==> config.mk <==
export PLATFORM = sky130hd
export DESIGN_NAME = pgaddr_branch_unit
export DESIGN_NICKNAME = d
export VERILOG_FILES = /design/src/rtl/pab_pkg.sv /design/src/rtl/pab_flags.sv /design/src/rtl/pab_addr_gen.sv /design/src/rtl/pab_branch.sv /design/src/rtl/pgaddr_branch_unit.sv
export SDC_FILE = /design/constraint.sdc
export NUM_CORES = 1
export LEC_CHECK = 0
export BUFFER_PORTS_ARGS = -buffer_cell sky130_fd_sc_hd__buf_2
export CAP_MARGIN = 20
export CORE_ASPECT_RATIO = 0.7
export CORE_UTILIZATION = 40
export CTS_CLUSTER_DIAMETER = 150
export DETAILED_ROUTE_END_ITERATION = 16
export PLACE_DENSITY = 0.87
export SETUP_SLACK_MARGIN = 0.1
export SKIP_LAST_GASP = 1
export SYNTH_ARGS = -nofsm -noshare
export SYNTH_HDL_FRONTEND = slang
export SYNTH_SLANG_ARGS = --single-unit
==> constraint.sdc <==
create_clock -name clk -period 3.8 [get_ports clk]
set_clock_uncertainty 0.15 [all_clocks]
set_input_delay 0.57 -clock clk [delete_from_list [all_inputs] [get_ports clk]]
set_output_delay 0.57 -clock clk [all_outputs]
set_load 0.05 [all_outputs]
==> src/rtl/pab_pkg.sv <==
package pab_pkg;

  typedef enum logic [2:0] {
    OP_NOP        = 3'd0,
    OP_LOAD_PAGE  = 3'd1,
    OP_STORE_PAGE = 3'd2,
    OP_ADDR_PAGE  = 3'd3,
    OP_LOAD_IDX   = 3'd4,
    OP_STORE_IDX  = 3'd5,
    OP_BRANCH     = 3'd6,
    OP_IMM        = 3'd7
  } pab_op_e;

  typedef struct packed {
    logic n;
    logic z;
    logic p;
  } pab_flags_t;

  localparam pab_flags_t FLAGS_RESET = '{n: 1'b0, z: 1'b1, p: 1'b0};

endpackage

==> src/rtl/pab_flags.sv <==
module pab_flags
  import pab_pkg::*;
#(
  parameter int unsigned XLEN = 16
) (
  input  logic            clk,
  input  logic            rst_n,
  input  logic [XLEN-1:0] result_i,
  input  logic            result_vld_i,
  output pab_flags_t      flags_q,
  output logic            upd_evt
);

  function automatic pab_flags_t classify(input logic [XLEN-1:0] v);
    pab_flags_t f;
    f.n = v[XLEN-1];
    f.z = (v == '0);
    f.p = !v[XLEN-1] && (v != '0);
    return f;
  endfunction

  pab_flags_t flags_d;

  assign upd_evt = result_vld_i;

  always_comb begin
    flags_d = flags_q;
    if (upd_evt) flags_d = classify(result_i);
  end

  always_ff @(posedge clk or negedge rst_n) begin
    if (!rst_n) flags_q <= FLAGS_RESET;
    else        flags_q <= flags_d;
  end

endmodule

==> src/rtl/pab_addr_gen.sv <==
module pab_addr_gen
  import pab_pkg::*;
#(
  parameter int unsigned XLEN      = 16,
  parameter int unsigned PAGE_BITS = 9,
  parameter int unsigned IDX_BITS  = 6
) (
  input  pab_op_e         op_i,
  input  logic [XLEN-1:0] pc_i,
  input  logic [XLEN-1:0] instr_i,
  input  logic [XLEN-1:0] base_i,
  output logic [XLEN-1:0] page_addr_o,
  output logic [XLEN-1:0] ea_o,
  output logic            mem_req_o,
  output logic            page_sel_o,
  output logic            idx_sel_o
);

  localparam logic [XLEN-1:0] PAGE_MASK = {{(XLEN-PAGE_BITS){1'b1}}, {PAGE_BITS{1'b0}}};

  function automatic logic [XLEN-1:0] splice_page(input logic [XLEN-1:0] pc,
                                                   input logic [XLEN-1:0] ins);
    logic [XLEN-1:0] fld;
    fld = {{(XLEN-PAGE_BITS){1'b0}}, ins[PAGE_BITS-1:0]};
    return (pc & PAGE_MASK) | fld;
  endfunction

  function automatic logic [XLEN-1:0] index_addr(input logic [XLEN-1:0] base,
                                                  input logic [XLEN-1:0] ins);
    logic [XLEN-1:0] off;
    off = {{(XLEN-IDX_BITS){1'b0}}, ins[IDX_BITS-1:0]};
    return base + off;
  endfunction

  assign page_addr_o = splice_page(pc_i, instr_i);
  assign page_sel_o  = (op_i == OP_LOAD_PAGE) || (op_i == OP_STORE_PAGE) ||
                       (op_i == OP_ADDR_PAGE);
  assign idx_sel_o   = (op_i == OP_LOAD_IDX) || (op_i == OP_STORE_IDX);

  always_comb begin
    ea_o      = '0;
    mem_req_o = 1'b0;
    unique case (op_i)
      OP_LOAD_PAGE, OP_STORE_PAGE: begin
        ea_o      = page_addr_o;
        mem_req_o = 1'b1;
      end
      OP_ADDR_PAGE, OP_BRANCH: begin
        ea_o      = page_addr_o;
      end
      OP_LOAD_IDX, OP_STORE_IDX: begin
        ea_o      = index_addr(base_i, instr_i);
        mem_req_o = 1'b1;
      end
      default: begin
        ea_o      = '0;
        mem_req_o = 1'b0;
      end
    endcase
  end

endmodule

==> src/rtl/pab_branch.sv <==
module pab_branch
  import pab_pkg::*;
#(
  parameter int unsigned XLEN      = 16,
  parameter int unsigned PAGE_BITS = 9
) (
  input  pab_op_e         op_i,
  input  logic [XLEN-1:0] pc_i,
  input  logic [XLEN-1:0] instr_i,
  input  pab_flags_t      flags_i,
  input  logic [XLEN-1:0] page_addr_i,
  output logic            taken_o,
  output logic [XLEN-1:0] next_pc_o,
  output logic [2:0]      cond_mask_o
);

  localparam int unsigned MASK_LSB = PAGE_BITS;

  function automatic logic resolve(input logic [2:0] mask, input pab_flags_t f);
    return |(mask & {f.n, f.z, f.p});
  endfunction

  function automatic logic [XLEN-1:0] step(input logic [XLEN-1:0] pc);
    return pc + {{(XLEN-1){1'b0}}, 1'b1};
  endfunction

  assign cond_mask_o = instr_i[MASK_LSB+2:MASK_LSB];
  assign taken_o     = (op_i == OP_BRANCH) && resolve(cond_mask_o, flags_i);
  assign next_pc_o   = taken_o ? page_addr_i : step(pc_i);

endmodule

==> src/rtl/pgaddr_branch_unit.sv <==
module pgaddr_branch_unit
  import pab_pkg::*;
#(
  parameter int unsigned XLEN      = 16,
  parameter int unsigned PAGE_BITS = 9,
  parameter int unsigned IDX_BITS  = 6,
  parameter int unsigned IMM_BITS  = 5
) (
  input  logic            clk,
  input  logic            rst_n,
  input  logic [2:0]      op_i,
  input  logic [XLEN-1:0] pc_i,
  input  logic [XLEN-1:0] instr_i,
  input  logic [XLEN-1:0] base_i,
  input  logic [XLEN-1:0] result_i,
  input  logic            result_vld_i,
  output logic [XLEN-1:0] ea_o,
  output logic            mem_req_o,
  output logic [XLEN-1:0] next_pc_o,
  output logic            taken_o,
  output logic [XLEN-1:0] imm_o,
  output logic [2:0]      flags_o
);

  function automatic logic [XLEN-1:0] sext_imm(input logic [XLEN-1:0] ins);
    return {{(XLEN-IMM_BITS){ins[IMM_BITS-1]}}, ins[IMM_BITS-1:0]};
  endfunction

  pab_op_e         op;
  pab_flags_t      flags_q;
  logic            upd_evt;
  logic [XLEN-1:0] page_addr;
  logic            page_sel;
  logic            idx_sel;
  logic [2:0]      cond_mask;

  assign op = pab_op_e'(op_i);

  pab_flags #(.XLEN(XLEN)) u_flags (
    .clk          (clk),
    .rst_n        (rst_n),
    .result_i     (result_i),
    .result_vld_i (result_vld_i),
    .flags_q      (flags_q),
    .upd_evt      (upd_evt)
  );

  pab_addr_gen #(.XLEN(XLEN), .PAGE_BITS(PAGE_BITS), .IDX_BITS(IDX_BITS)) u_addr (
    .op_i        (op),
    .pc_i        (pc_i),
    .instr_i     (instr_i),
    .base_i      (base_i),
    .page_addr_o (page_addr),
    .ea_o        (ea_o),
    .mem_req_o   (mem_req_o),
    .page_sel_o  (page_sel),
    .idx_sel_o   (idx_sel)
  );

  pab_branch #(.XLEN(XLEN), .PAGE_BITS(PAGE_BITS)) u_br (
    .op_i        (op),
    .pc_i        (pc_i),
    .instr_i     (instr_i),
    .flags_i     (flags_q),
    .page_addr_i (page_addr),
    .taken_o     (taken_o),
    .next_pc_o   (next_pc_o),
    .cond_mask_o (cond_mask)
  );

  assign imm_o   = sext_imm(instr_i);
  assign flags_o = flags_q;

endmodule

==> Implementation_results.wiki <==
{| class="wikitable"
! Metric !! Value
|-
| Outcome || complete, no violations
|-
| Startpoint types || input port
|-
| Standby leakage power || 0.000919 uW
|-
| Utilization after layout || 63.2%
|-
| Initial antenna violation count || 0
|-
| Count of synthesis-stage warnings from yosys || 0
|-
| Height of the die || 49.2 um
|-
| Placement Rows || 16
|-
| Count of final hold-check violations || 0
|-
| Number of max-slew violations in the final report || 0
|-
| Final critical-path share of the clock period || 84.6%
|-
| Pre-CTS WS || 0.596 ns
|-
| Final setup slack of the worst path || 0.584 ns
|-
| Simple-gate portion of the synthesized area || 26.9%
|-
| Number of port buffers || 118
|-
| Worst voltage drop across the vdd grid || 325 uV
|-
| Worst path arrival time || 2.50 ns
|-
| Top-level I/O count || 123
|-
| Buffer cell driving the clock tree root || sky130_fd_sc_hd__clkbuf_8
|-
| Main combinational cell family by area after synthesis || simple AND/OR/NAND/NOR gates
|-
| Critical R2R Launch || u_flags.flags_q[0]
|-
| Setup repair after global routing missed its margin || false
|-
| Buffers inserted by post-CTS timing repair || 0
|-
| Quantity of hold-fixing buffers added after cts || 1
|-
| Layout Nets || 364
|-
| Clock tree from TritonCTS || done
|-
| Min-Delay Endpoint || u_flags.flags_q[2]
|-
| Worst reg2reg path depth || 1
|-
| Worst-skew pair later-pin latency || 0.21 ns
|-
| Cell type contributing the most total cell area after synthesis || sky130_fd_sc_hd__xnor2_1
|-
| Synthesized instance count || 181
|-
| Met1 usage || 28.0%
|-
| Critical Path Sink Type || output pin
|-
| CTS Sinks || 3
|-
| Die Outline Area || 0.00341 sq mm
|-
| Crit Reg-Reg Endpoint || u_flags.flags_q[0]
|-
| Minimum clock period after layout || 3.22 ns
|-
| Worst hold path type || register to register
|-
| DRT iter0 DRCs || 31
|-
| Met2 Resource Use GR || 41.4%
|-
| Count of maximum capacitance violations || 0
|-
| Slew at the pin closest to its max-slew limit || 0.516 ns
|-
| Post-synthesis adder-cell area fraction || 8.46%
|-
| Number of fill cells || 269
|-
| Most numerous cell types in the synthesized netlist || 28 x sky130_fd_sc_hd__nand2_1, 17 x sky130_fd_sc_hd__buf_4, 16 x sky130_fd_sc_hd__xnor2_1
|-
| Hold path startpoint || u_flags.flags_q[2]
|-
| Setup total negative slack || 0 ns
|-
| Fraction of layout cells with a size suffix above 1 || 47.0%
|-
| Share of flip-flops with an asynchronous set or reset after synthesis || 100%
|-
| HPWL after detailed placement || 3.34 mm
|-
| Number of nets in the synthesized netlist || 259
|-
| # placed instances || 316
|-
| Portion of netlist area occupied by mux cells || 4.33%
|-
| H-Tree Level Count || 1
|-
| Crit Path Category || input port to output pin
|-
| Total clock buffers created by CTS || 3
|-
| Sequential area share after synthesis || 6.00%
|-
| Remaining Overflow, GRT || 0
|-
| Total power of the final layout || 477 uW
|-
| Global-route wire length before repair || 6.49 mm
|-
| Buffer depth of the longest clock path || 2
|-
| Share of the synthesized area in the top cell type || 11.0%
|-
| Wirelength per Cell || 12.4 um
|-
| Average instance area after synthesis || 7.03 sq um
|-
| Via count of the first global-routing pass || 1528
|-
| Maximum number of pins on one net before global-route repair || 19
|-
| Routed Wire Length || 3.98 mm
|-
| Global-route layer with the greatest usage || met2
|-
| GRT Resource Usage Total || 22.7%
|-
| Biggest area contributors in the synthesized netlist || sky130_fd_sc_hd__xnor2_1 11%, sky130_fd_sc_hd__buf_4 10%, sky130_fd_sc_hd__nand2_1 8.3%, sky130_fd_sc_hd__xor2_1 8.3%, sky130_fd_sc_hd__ha_1 6.9%
|-
| Max reg flops || 3
|-
| Number of register bits inferred by synthesis || 3
|-
| Ratio of total power to cell area || 260 mW/mm^2
|-
| Dominant synthesized flop cell || sky130_fd_sc_hd__dfrtp_1
|-
| Registers with the highest flip-flop counts || u_flags.flags_q: 3 flops
|-
| Xor/xnor cell area share of the yosys netlist || 19.3%
|-
| Non-filler instance count after layout || 321
|-
| Number of synthesized flops with an enable pin || 0
|-
| Netlist area before placement || 0.00127 sq mm
|-
| Clock slew at the register clock pins of the worst setup and hold paths || 0.03 ns
|-
| GP Congestion || 0.781
|-
| Worst setup path start || instr_i[0]
|-
| Core box area || 0.00290 sq mm
|-
| WP data required || 3.08 ns
|-
| Number of gates given a new drive strength after cts || 0
|-
| Max Clock Freq || 311 MHz
|-
| Total number of vias || 1655
|-
| Synth-to-Final Area Change || 44.1%
|-
| Die extent in x || 69.4 um
|-
| Distinct cells, synth || 38
|-
| Critical path peak fanout || 5
|-
| Via density per instance || 5.16
|-
| Remaining routing DRC violations || 0
|-
| Setup slack of the most critical reg-to-reg path || 2.88 ns
|-
| Cell with the most instances after synthesis || sky130_fd_sc_hd__nand2_1
|-
| Antenna Cells || 0
|-
| Met3 Usage GRT || 3.31%
|-
| Post-synthesis compound-gate area fraction || 22.5%
|-
| Number of detailed-route iterations in the first pass || 4
|-
| Relative slew slack || 65.6%
|-
| Initial core utilization || 43.8%
|-
| Hold-critical path depth || 1
|-
| Setup-violating endpoint count in the final report || 0
|-
| Top register by number of flip-flops || u_flags.flags_q
|-
| Routed Antenna Nets || 0
|}
## layout by cell type, fill, tap and decap left out, types with 2 or more instances in the layout
cell	instances
sky130_fd_sc_hd__nor4_1	4
sky130_fd_sc_hd__nand3_1	10
sky130_fd_sc_hd__inv_1	4
sky130_fd_sc_hd__mux2_2	4
sky130_fd_sc_hd__xor2_1	12
sky130_fd_sc_hd__a211oi_2	2
sky130_fd_sc_hd__a21oi_1	6
sky130_fd_sc_hd__nor2b_1	2
sky130_fd_sc_hd__buf_2	118
sky130_fd_sc_hd__and3_1	7
sky130_fd_sc_hd__nor2_1	3
sky130_fd_sc_hd__clkbuf_8	3
sky130_fd_sc_hd__buf_4	2
sky130_fd_sc_hd__o21ai_0	12
sky130_fd_sc_hd__nand2b_1	2
sky130_fd_sc_hd__xnor2_1	16
sky130_fd_sc_hd__dfrtp_1	2
sky130_fd_sc_hd__nand2_1	28
sky130_fd_sc_hd__o211ai_1	4
sky130_fd_sc_hd__nand4_1	5
sky130_fd_sc_hd__o21ai_1	13
sky130_fd_sc_hd__ha_1	7
sky130_fd_sc_hd__and4_1	2
## routing by layer
metal  vias to the layer above  wire length [um]
met5                         -                 0
met4                         0                30
met3                         4               279
met2                        66              1900
met1                       738              1770
li1                        847                 -
## power breakdown
part	leakage, uW	switching (uW)	internal (uW)
sequential	0.0000337	1.50	34.4
clock	0.0000228	20.6	71.5
combinational	0.000863	248	100
## stage by stage
| step | hold slack [ns] | area [sq um] |
|---|---|---|
| 2_1_floorplan | 0.124 | 1270 |
| 3_3_place_gp | 0.214 | 1780 |
| 3_5_place_dp | 0.216 | 1780 |
| 4_1_cts | 0.391 | 1830 |
| 5_1_grt | 0.426 | 1830 |
| 6_report | 0.389 | 1830 |
## logic make-up after synthesis
family | count (synthesis)
compound gates | 45
mux | 5
simple gates | 67
xor+xnor | 28
flops | 3
fa+ha+maj | 8
buf+inv | 25
## worst max path at each step
stage,cells past startpoint,slack (ns),end
finish,10,0.58,ea_o[14]
global route,10,0.45,ea_o[14]
detailed placement,10,0.60,ea_o[14]
global placement,10,0.64,ea_o[14]
floorplan,8,0.42,ea_o[4]
CTS,10,0.59,ea_o[14]
## cell type report
type	count	area [sq um]	share of cell area [%]
Clock buffer	4	45.0	2.46
Inverter	4	15.0	0.819
Multi-Input combinational cell	153	1040	56.5
Sequential cell	3	76.3	4.16
Tap cell	36	45.0	2.46
Timing Repair Buffer	121	616	33.6
## critical path, stage by stage
cell and delay (ns):
sky130_fd_sc_hd__buf_2 0.11, sky130_fd_sc_hd__ha_1 0.20, sky130_fd_sc_hd__inv_1 0.07, sky130_fd_sc_hd__fa_1 0.42, sky130_fd_sc_hd__nor2b_1 0.20, sky130_fd_sc_hd__o211ai_2 0.16, sky130_fd_sc_hd__a211oi_2 0.28, sky130_fd_sc_hd__xnor2_1 0.09
sky130_fd_sc_hd__o21ai_1 0.12, sky130_fd_sc_hd__buf_2 0.28
(Power assumes the default switching activity.)
